===== src/rtl/frc_pkg.sv =====
package frc_pkg;

  // Byte selected by address bit 0 of the read port
  typedef enum logic {
    SEL_HI = 1'b0,
    SEL_LO = 1'b1
  } byte_sel_e;

  // One decoded bus access
  typedef struct packed {
    logic      act;   // first edge of a strobe
    byte_sel_e sel;   // which byte is accessed
  } rd_req_t;

endpackage


===== src/rtl/frc_prescale.sv =====
module frc_prescale #(
  parameter int DIV = 4
) (
  input  logic clk_i,
  input  logic rst_ni,
  output logic tick_o
);
  localparam int PH_W = (DIV > 2) ? $clog2(DIV) : 1;
  localparam logic [PH_W-1:0] PH_LAST = PH_W'(DIV - 1);

  logic [PH_W-1:0] phase_q, phase_d;

  assign tick_o = (phase_q == PH_LAST);

  always_comb begin
    phase_d = phase_q + PH_W'(1);
    if (tick_o) phase_d = '0;
  end

  always_ff @(posedge clk_i or negedge rst_ni) begin
    if (!rst_ni) phase_q <= '0;
    else         phase_q <= phase_d;
  end

  // a tick never lasts more than one cycle
  a_r2_tick_isolated: assert property (@(posedge clk_i) disable iff (!rst_ni)
    tick_o |=> !tick_o);

endmodule


===== src/rtl/frc_count.sv =====
module frc_count #(
  parameter int              CNT_W   = 16,
  parameter logic [CNT_W-1:0] RST_VAL = '1 - CNT_W'(3)
) (
  input  logic             clk_i,
  input  logic             rst_ni,
  input  logic             tick_i,
  output logic [CNT_W-1:0] cnt_o,
  output logic             wrap_o
);
  logic [CNT_W-1:0] cnt_q, cnt_d;
  logic             wrap_q, wrap_d;

  always_comb begin
    cnt_d  = cnt_q;
    wrap_d = 1'b0;
    if (tick_i) begin
      cnt_d  = cnt_q + CNT_W'(1);
      wrap_d = (cnt_q == '1);
    end
  end

  always_ff @(posedge clk_i or negedge rst_ni) begin
    if (!rst_ni) begin
      cnt_q  <= RST_VAL;
      wrap_q <= 1'b0;
    end else begin
      cnt_q  <= cnt_d;
      wrap_q <= wrap_d;
    end
  end

  assign cnt_o  = cnt_q;
  assign wrap_o = wrap_q;

  // between ticks the count is frozen
  a_r2_hold_no_tick: assert property (@(posedge clk_i) disable iff (!rst_ni)
    !tick_i |=> $stable(cnt_q));

  // the wrap pulse only accompanies a zero count
  a_r3_wrap_at_zero: assert property (@(posedge clk_i) disable iff (!rst_ni)
    wrap_q |-> (cnt_q == '0));

  // the pulse is one cycle wide
  a_r3_wrap_single: assert property (@(posedge clk_i) disable iff (!rst_ni)
    wrap_q |=> !wrap_q);

endmodule


===== src/rtl/frc_rdport.sv =====
module frc_rdport
  import frc_pkg::*;
#(
  parameter int BUS_W  = 8,
  parameter int CNT_W  = 16,
  parameter int ADDR_W = 2
) (
  input  logic              clk_i,
  input  logic              rst_ni,
  input  logic              rd_en_i,
  input  logic [ADDR_W-1:0] rd_addr_i,
  input  logic [CNT_W-1:0]  cnt_i,
  output logic [BUS_W-1:0]  rd_data_o
);
  localparam int HI_LSB = CNT_W - BUS_W;

  logic             strobe_q;
  logic             open_q, open_d;
  logic [BUS_W-1:0] hold_q, hold_d;
  logic             hold_en;
  rd_req_t          req;
  logic [BUS_W-1:0] live_hi, live_lo;

  // Alias bits do not change the result: both pairs share all state
  logic unused_alias;
  assign unused_alias = ^rd_addr_i[ADDR_W-1:1];

  assign live_hi = cnt_i[HI_LSB +: BUS_W];
  assign live_lo = cnt_i[BUS_W-1:0];

  assign req.act = rd_en_i & ~strobe_q;
  assign req.sel = byte_sel_e'(rd_addr_i[0]);

  always_comb begin
    open_d  = open_q;
    hold_en = 1'b0;
    if (req.act) begin
      if (req.sel == SEL_HI) begin
        if (!open_q) begin
          hold_en = 1'b1;
          open_d  = 1'b1;
        end
      end else begin
        open_d = 1'b0;
      end
    end
    hold_d = hold_en ? live_lo : hold_q;
  end

  always_ff @(posedge clk_i or negedge rst_ni) begin
    if (!rst_ni) begin
      strobe_q <= 1'b0;
      open_q   <= 1'b0;
      hold_q   <= '0;
    end else begin
      strobe_q <= rd_en_i;
      open_q   <= open_d;
      if (hold_en) hold_q <= hold_d;
    end
  end

  always_comb begin
    rd_data_o = '0;
    if (rd_en_i) begin
      if (req.sel == SEL_HI) rd_data_o = live_hi;
      else                   rd_data_o = open_q ? hold_q : live_lo;
    end
  end

  // a high-byte access leaves a sequence open
  a_r6_hi_opens: assert property (@(posedge clk_i) disable iff (!rst_ni)
    (req.act && req.sel == SEL_HI) |=> open_q);

  // the holding register is frozen against repeated high-byte reads
  a_r7_hold_frozen: assert property (@(posedge clk_i) disable iff (!rst_ni)
    (open_q && !(req.act && req.sel == SEL_LO)) |=> $stable(hold_q));

  // a low-byte access closes the sequence
  a_r8_lo_closes: assert property (@(posedge clk_i) disable iff (!rst_ni)
    (req.act && req.sel == SEL_LO) |=> !open_q);

  // one access per strobe
  a_r10_one_shot: assert property (@(posedge clk_i) disable iff (!rst_ni)
    req.act |=> !req.act);

endmodule


===== src/rtl/frc_timer.sv =====
module frc_timer #(
  parameter int BUS_W     = 8,
  parameter int CNT_W     = 2 * BUS_W,
  parameter int ADDR_W    = 2,
  parameter int PRESCALE  = 4,
  parameter int SYNC_STG  = 2
) (
  input  logic              clk_i,
  input  logic              rst_ni,
  input  logic              rd_en_i,
  input  logic [ADDR_W-1:0] rd_addr_i,
  output logic [BUS_W-1:0]  rd_data_o,
  output logic [CNT_W-1:0]  count_o,
  output logic              wrap_o
);
  localparam logic [CNT_W-1:0] CNT_RST = '1 - CNT_W'(3);

  // Reset: asserted asynchronously, released through a short synchronizer
  logic [SYNC_STG-1:0] rst_sync_q;
  logic                rst_n;

  always_ff @(posedge clk_i or negedge rst_ni) begin
    if (!rst_ni) rst_sync_q <= '0;
    else         rst_sync_q <= {rst_sync_q[SYNC_STG-2:0], 1'b1};
  end
  assign rst_n = rst_sync_q[SYNC_STG-1];

  logic tick;

  frc_prescale #(.DIV(PRESCALE)) u_prescale (
    .clk_i  (clk_i),
    .rst_ni (rst_n),
    .tick_o (tick)
  );

  frc_count #(.CNT_W(CNT_W), .RST_VAL(CNT_RST)) u_count (
    .clk_i  (clk_i),
    .rst_ni (rst_n),
    .tick_i (tick),
    .cnt_o  (count_o),
    .wrap_o (wrap_o)
  );

  frc_rdport #(.BUS_W(BUS_W), .CNT_W(CNT_W), .ADDR_W(ADDR_W)) u_rdport (
    .clk_i     (clk_i),
    .rst_ni    (rst_n),
    .rd_en_i   (rd_en_i),
    .rd_addr_i (rd_addr_i),
    .cnt_i     (count_o),
    .rd_data_o (rd_data_o)
  );

  // while reset is held the count sits at its defined start value
  a_r1_reset_value: assert property (@(posedge clk_i)
    !rst_n |=> (!rst_n || count_o == CNT_RST));

endmodule


===== config.mk =====
export PLATFORM = sky130hd
export DESIGN_NAME = frc_timer
export DESIGN_NICKNAME = d
export VERILOG_FILES = /design/src/rtl/frc_pkg.sv /design/src/rtl/frc_prescale.sv /design/src/rtl/frc_count.sv /design/src/rtl/frc_rdport.sv /design/src/rtl/frc_timer.sv
export SDC_FILE = /design/constraint.sdc
export NUM_CORES = 1
export LEC_CHECK = 0
export BUFFER_PORTS_ARGS = -buffer_cell sky130_fd_sc_hd__buf_2
export CAP_MARGIN = 40
export CORE_UTILIZATION = 48
export DETAILED_ROUTE_END_ITERATION = 10
export PLACE_DENSITY = 0.78
export SLEW_MARGIN = 20
export SYNTH_ARGS = -nofsm -noshare
export SYNTH_HDL_FRONTEND = slang
export SYNTH_SLANG_ARGS = --single-unit

===== constraint.sdc =====
create_clock -name clk_i -period 1.3 [get_ports clk_i]
set_input_delay 0.26 -clock clk_i [delete_from_list [all_inputs] [get_ports clk_i]]
set_output_delay 0.26 -clock clk_i [all_outputs]
set_load 0.02 [all_outputs]

==> results of run 1 <==
## synthesized netlist by cell type, types with 2 or more instances
master	number
buf_2	4
clkbuf_1	2
dfrtp_1	17
dfstp_2	14
ha_1	2
inv_1	2
mux2_2	9
mux2i_1	7
nand2_1	15
nand4_1	5
nand4_4	2
nor2_1	4
nor3_1	2
nor4_1	5
o211a_1	8
xnor2_1	6
xor2_1	9
## timing repair
item / in CTS
endpoints found under the hold margin: 2
hold buffers: 1
pin swaps: 22
resized for setup: 107
buffers inserted: 29
setup endpoints to repair: 44
## kinds of logic after synthesis
group                    after synthesis
adder cells (fa/ha/maj)                2
other                                  1
AO/OA/AOI/OAI                         10
multiplexers                          16
buffers and inverters                  8
XOR/XNOR                              15
flip-flops                            31
AND/OR/NAND/NOR                       38
## through the flow
step	instance area (sq um)	std cells	setup TNS, ns	worst slack (ns)	hold slack, ns
3_3_place_gp	1934	206	-0.5223	-0.1079	0.04570
4_1_cts	2630	243	-6.538	-0.3963	0.1761
3_5_place_dp	1934	206	-1.064	-0.1843	0.04535
2_1_floorplan	1540	121	-0.6347	-0.09980	-0.03559
==> results.toml, run 1 <==
[synth]
synth-simple-area-share = 0.1567
ys_ff_latch = 31
synth_top_family_by_area = "simple AND/OR/NAND/NOR gates"
async_reset_ff_frac = 1.000
syn_area_sq_um = 1485
synth_flop_cell = "dfrtp_1"
synth_edf_count = 0
syn-num-nets = 128
synth_xor_area_frac = 0.08846
synth.yosys.warnings = 0
syn_avg_cell_area_sq_um = 12.27
synth_compound_area_frac = 0.06234
synth_area_leaders = "dfrtp_1 29%, dfstp_2 25%, mux2_2 6.8%, o211a_1 5.4%, xor2_1 5.3%"
netlist.area_leader.share = 0.2864
synthAdderAreaFrac = 0.01685
synth_top_area_cell = "dfrtp_1"
seq_area_frac_synth = 0.5341
synth.distinct_cells = 25
synth_mux_area_frac = 0.1154
syn_inst = 121

[sta]
worst-ep-kind = "top-level output"
grt-worst-endpoint = "rd_data_o[7]"

[clock_tree]
cts_inserted_buffers = 5
root_buffer = "clkbuf_4"
htree_num_levels = 2
cts.sinks = 31
cts_max_path_buffers = 2

[placement]
gp_congestion = 0.7840
numPortBuffers = 28
hpwl_microns = 2407

[status]
status = "aborted with a tool error"
error_line = "[ERROR DPL-0033] detailed placement checks failed during check placement."
lastStage = "global routing (5_1_grt)"

[die]
dieWidth_microns = 57.63
initial_utilization = 0.5206
rows = 19
die_h_microns = 57.63
ios = 30

[grt]
antenna_found_initial = 0
grt_start_max_net_pins = 22
==> run 2: changes to the inputs <==
- CORE_UTILIZATION: 48 -> 40
- PLACE_DENSITY: 0.78 -> not set
- PLACE_DENSITY_LB_ADDON: not set -> 0.15
- clock period: 1.3 -> 1.7 ns (I/O delays scaled with it)
==> run 2 against run 1 <==
Effect of this change:
- the flow now finishes, with violations (setup timing)
- synthesized cell count is the same
- area after synthesis is the same
==> results.toml, run 2 <==
[grt]
antenna_found_initial = 0
grt_use_total = 0.1687
grt_start_max_net_pins = 30
grt_pass1_wl_microns = 5126
grt.overflow.total = 0
grt_pass1_vias = 1084

[sta]
min_period_ns = 1.725
clock_skew_ns = 0.003077
rsz0062_at_grt = "true"
hold_viol = 0
fin_ws_ns = -0.02483
setup_viol = 2
drv_slew = 0
period_share = 1.015
whs_ns = 0.2468
fmax_mhz = 579.8

[detailed_routing]
drt_iter0_markers = 64
avgRoutedWirePerCell_microns = 13.72
drc_errors = 0
dr.pass1.iters = 4
drtAntennaViolNets = 0
viasPerCell = 5.066
vias = 1074
routed_wl_microns = 2909

[final_layout]
drive_gt1_frac = 0.4578
mostFrequentLayoutCells = "21 x buf_2, 17 x dfrtp_1, 15 x nand2_1, 14 x dfstp_2, 12 x buf_4"
diodes = 0
nets = 172
largest_reg_flops = 16
layout-area-overhead-vs-synth_pct = 28.90
stdcell_area_sq_um = 1914
final_common_cell = "buf_2"

[die]
rows = 21
die_h_microns = 62.94
ios = 30
design.core.area_sq_um = 3442
dieWidth_microns = 62.94
initial_utilization = 0.4315
dieArea_sq_um = 3961

[placement]
dp_slack_ns = 0.07380
hpwl_microns = 2017
numPortBuffers = 28
gp_congestion = 0.6741
placed_cell_area_sq_um = 1723

[worst_setup_path]
crit_fanout = 6
cp.arrival_ns = 1.38
worstReg2RegStart = "u_prescale.phase_q[0]"
end_kind = "output pin"
cp-start-kind = "register"
r2r_cells = 5
regToRegEndpoint = "u_count.cnt_o[14]"
reg2reg_slack_ns = 0.16
path_class = "register to output pin"
worstPathRequired_ns = 1.36

[synth]
synth-simple-area-share = 0.1567
synthMostInstantiatedCell = "dfrtp_1"
async_reset_ff_frac = 1.000
ys_ff_latch = 31
synth_common_cells = "17 x dfrtp_1, 15 x nand2_1, 14 x dfstp_2"
synth_mux_area_frac = 0.1154
synth_top_family_by_area = "simple AND/OR/NAND/NOR gates"
synth.yosys.warnings = 0
syn_area_sq_um = 1485
synth_area_leaders = "dfrtp_1 29%, dfstp_2 25%, mux2_2 6.8%, o211a_1 5.4%, xor2_1 5.3%"
syn-num-nets = 128
synthAdderAreaFrac = 0.01685
seq_area_frac_synth = 0.5341
synth_edf_count = 0
synth_flop_cell = "dfrtp_1"
synth_top_area_cell = "dfrtp_1"
syn_avg_cell_area_sq_um = 12.27
synth_xor_area_frac = 0.08846
syn_inst = 121
synth.distinct_cells = 25
synth_compound_area_frac = 0.06234
netlist.area_leader.share = 0.2864

[power]
ir_drop_mv = 0.5713
p_leak_uw = 0.0009814
power_density_nw_per_um2 = 770.6
total_power_uw = 1475

[clock_tree]
cts.sinks = 31
root_buffer = "clkbuf_8"
clk_pin_slew_ns = 0.06
cts_tree = "done"
cts_max_path_buffers = 2
insertion_delay_ns = 0.28
cts_inserted_buffers = 5
htree_num_levels = 2

[status]
status = "finished, violations left"
failed_checks = "setup timing"

[run]
cap_violations = 0

[worst_hold_path]
min_path_type = "register to async pin"
==> run 2: cell counts after synthesis <==
Identical to the previous run, type by type.
==> run 2: power breakdown <==
| part | switching (uW) | internal (uW) |
|---|---|---|
| clock network | 243 | 290 |
| logic | 79.9 | 82.8 |
| registers | 13.7 | 766 |
| total | 336 | 1140 |
==> run 2: cell families after synthesis <==
kind of cell               count (synthesis)
and+or+nand+nor                           38
DFF                                       31
muxes                                     16
xor gates and xnor gates                  15
AOI/OAI and AO/OA                         10
buffers and inverters                      8
adders and majority gates                  2
other                                      1
==> run 2: worst max-delay path: stages, from the launching register on <==
cell and delay [ns]:
dfrtp_1 0.38, buf_6 0.15, mux2i_1 0.20, nand2_1 0.07, o211a_1 0.16, buf_6 0.14
==> run 2: metal layers <==
layer  vias up  share of wire  wire length (microns)  track usage
met4         0          0.016                     47      0.06977
met2        27           0.48                   1386       0.2648
met3         6          0.043                    125      0.04927
met1       521           0.46                   1350       0.2156
met5         -              0                      0            0
li1        520              -                      -            -
==> run 2: how the worst max path moves through the flow <==
stage,from,cells after the start,slack (ns),end
after floorplan,rd_addr_i[0],4,0.18,rd_data_o[6]
after global placement,u_prescale.phase_q[0],4,0.14,u_count.cnt_o[14]
after detailed placement,u_prescale.phase_q[0],4,0.07,u_count.cnt_o[14]
after CTS,u_rdport.open_q,5,-0.03,rd_data_o[1]
after global routing,u_rdport.open_q,5,-0.11,rd_data_o[3]
final,u_rdport.open_q,5,-0.02,rd_data_o[3]
==> run 2: final cells by class <==
type | count | area, sq um
clock buffers | 8 | 80.08
fillers | 317 | 1528
inverters | 2 | 7.507
multi-input cells | 82 | 669.4
flip-flops and latches | 31 | 793.3
well taps | 46 | 57.56
repair buffers | 43 | 306.5
==> run 2: repair_timing <==
item | 4_1_cts | 5_1_grt
pin swaps | 2 | 1
hold buffers | 1 | 0
endpoints found under the hold margin | 2 | 0
setup endpoints to repair | 7 | 10
resized for setup | 9 | 10
buffers inserted | 3 | 2
==> run 2: through the flow <==
stage / util / instances / setup TNS [ns]
finish: 0.5562 / 212 / -0.04430
CTS: 0.5409 / 210 / -0.08072
global route: 0.5562 / 212 / -0.5897
global placement: 0.5005 / 198 / 0
detailed placement: 0.5005 / 198 / 0
floorplan: - / 121 / 0
Power figures use the tool's default switching activity.
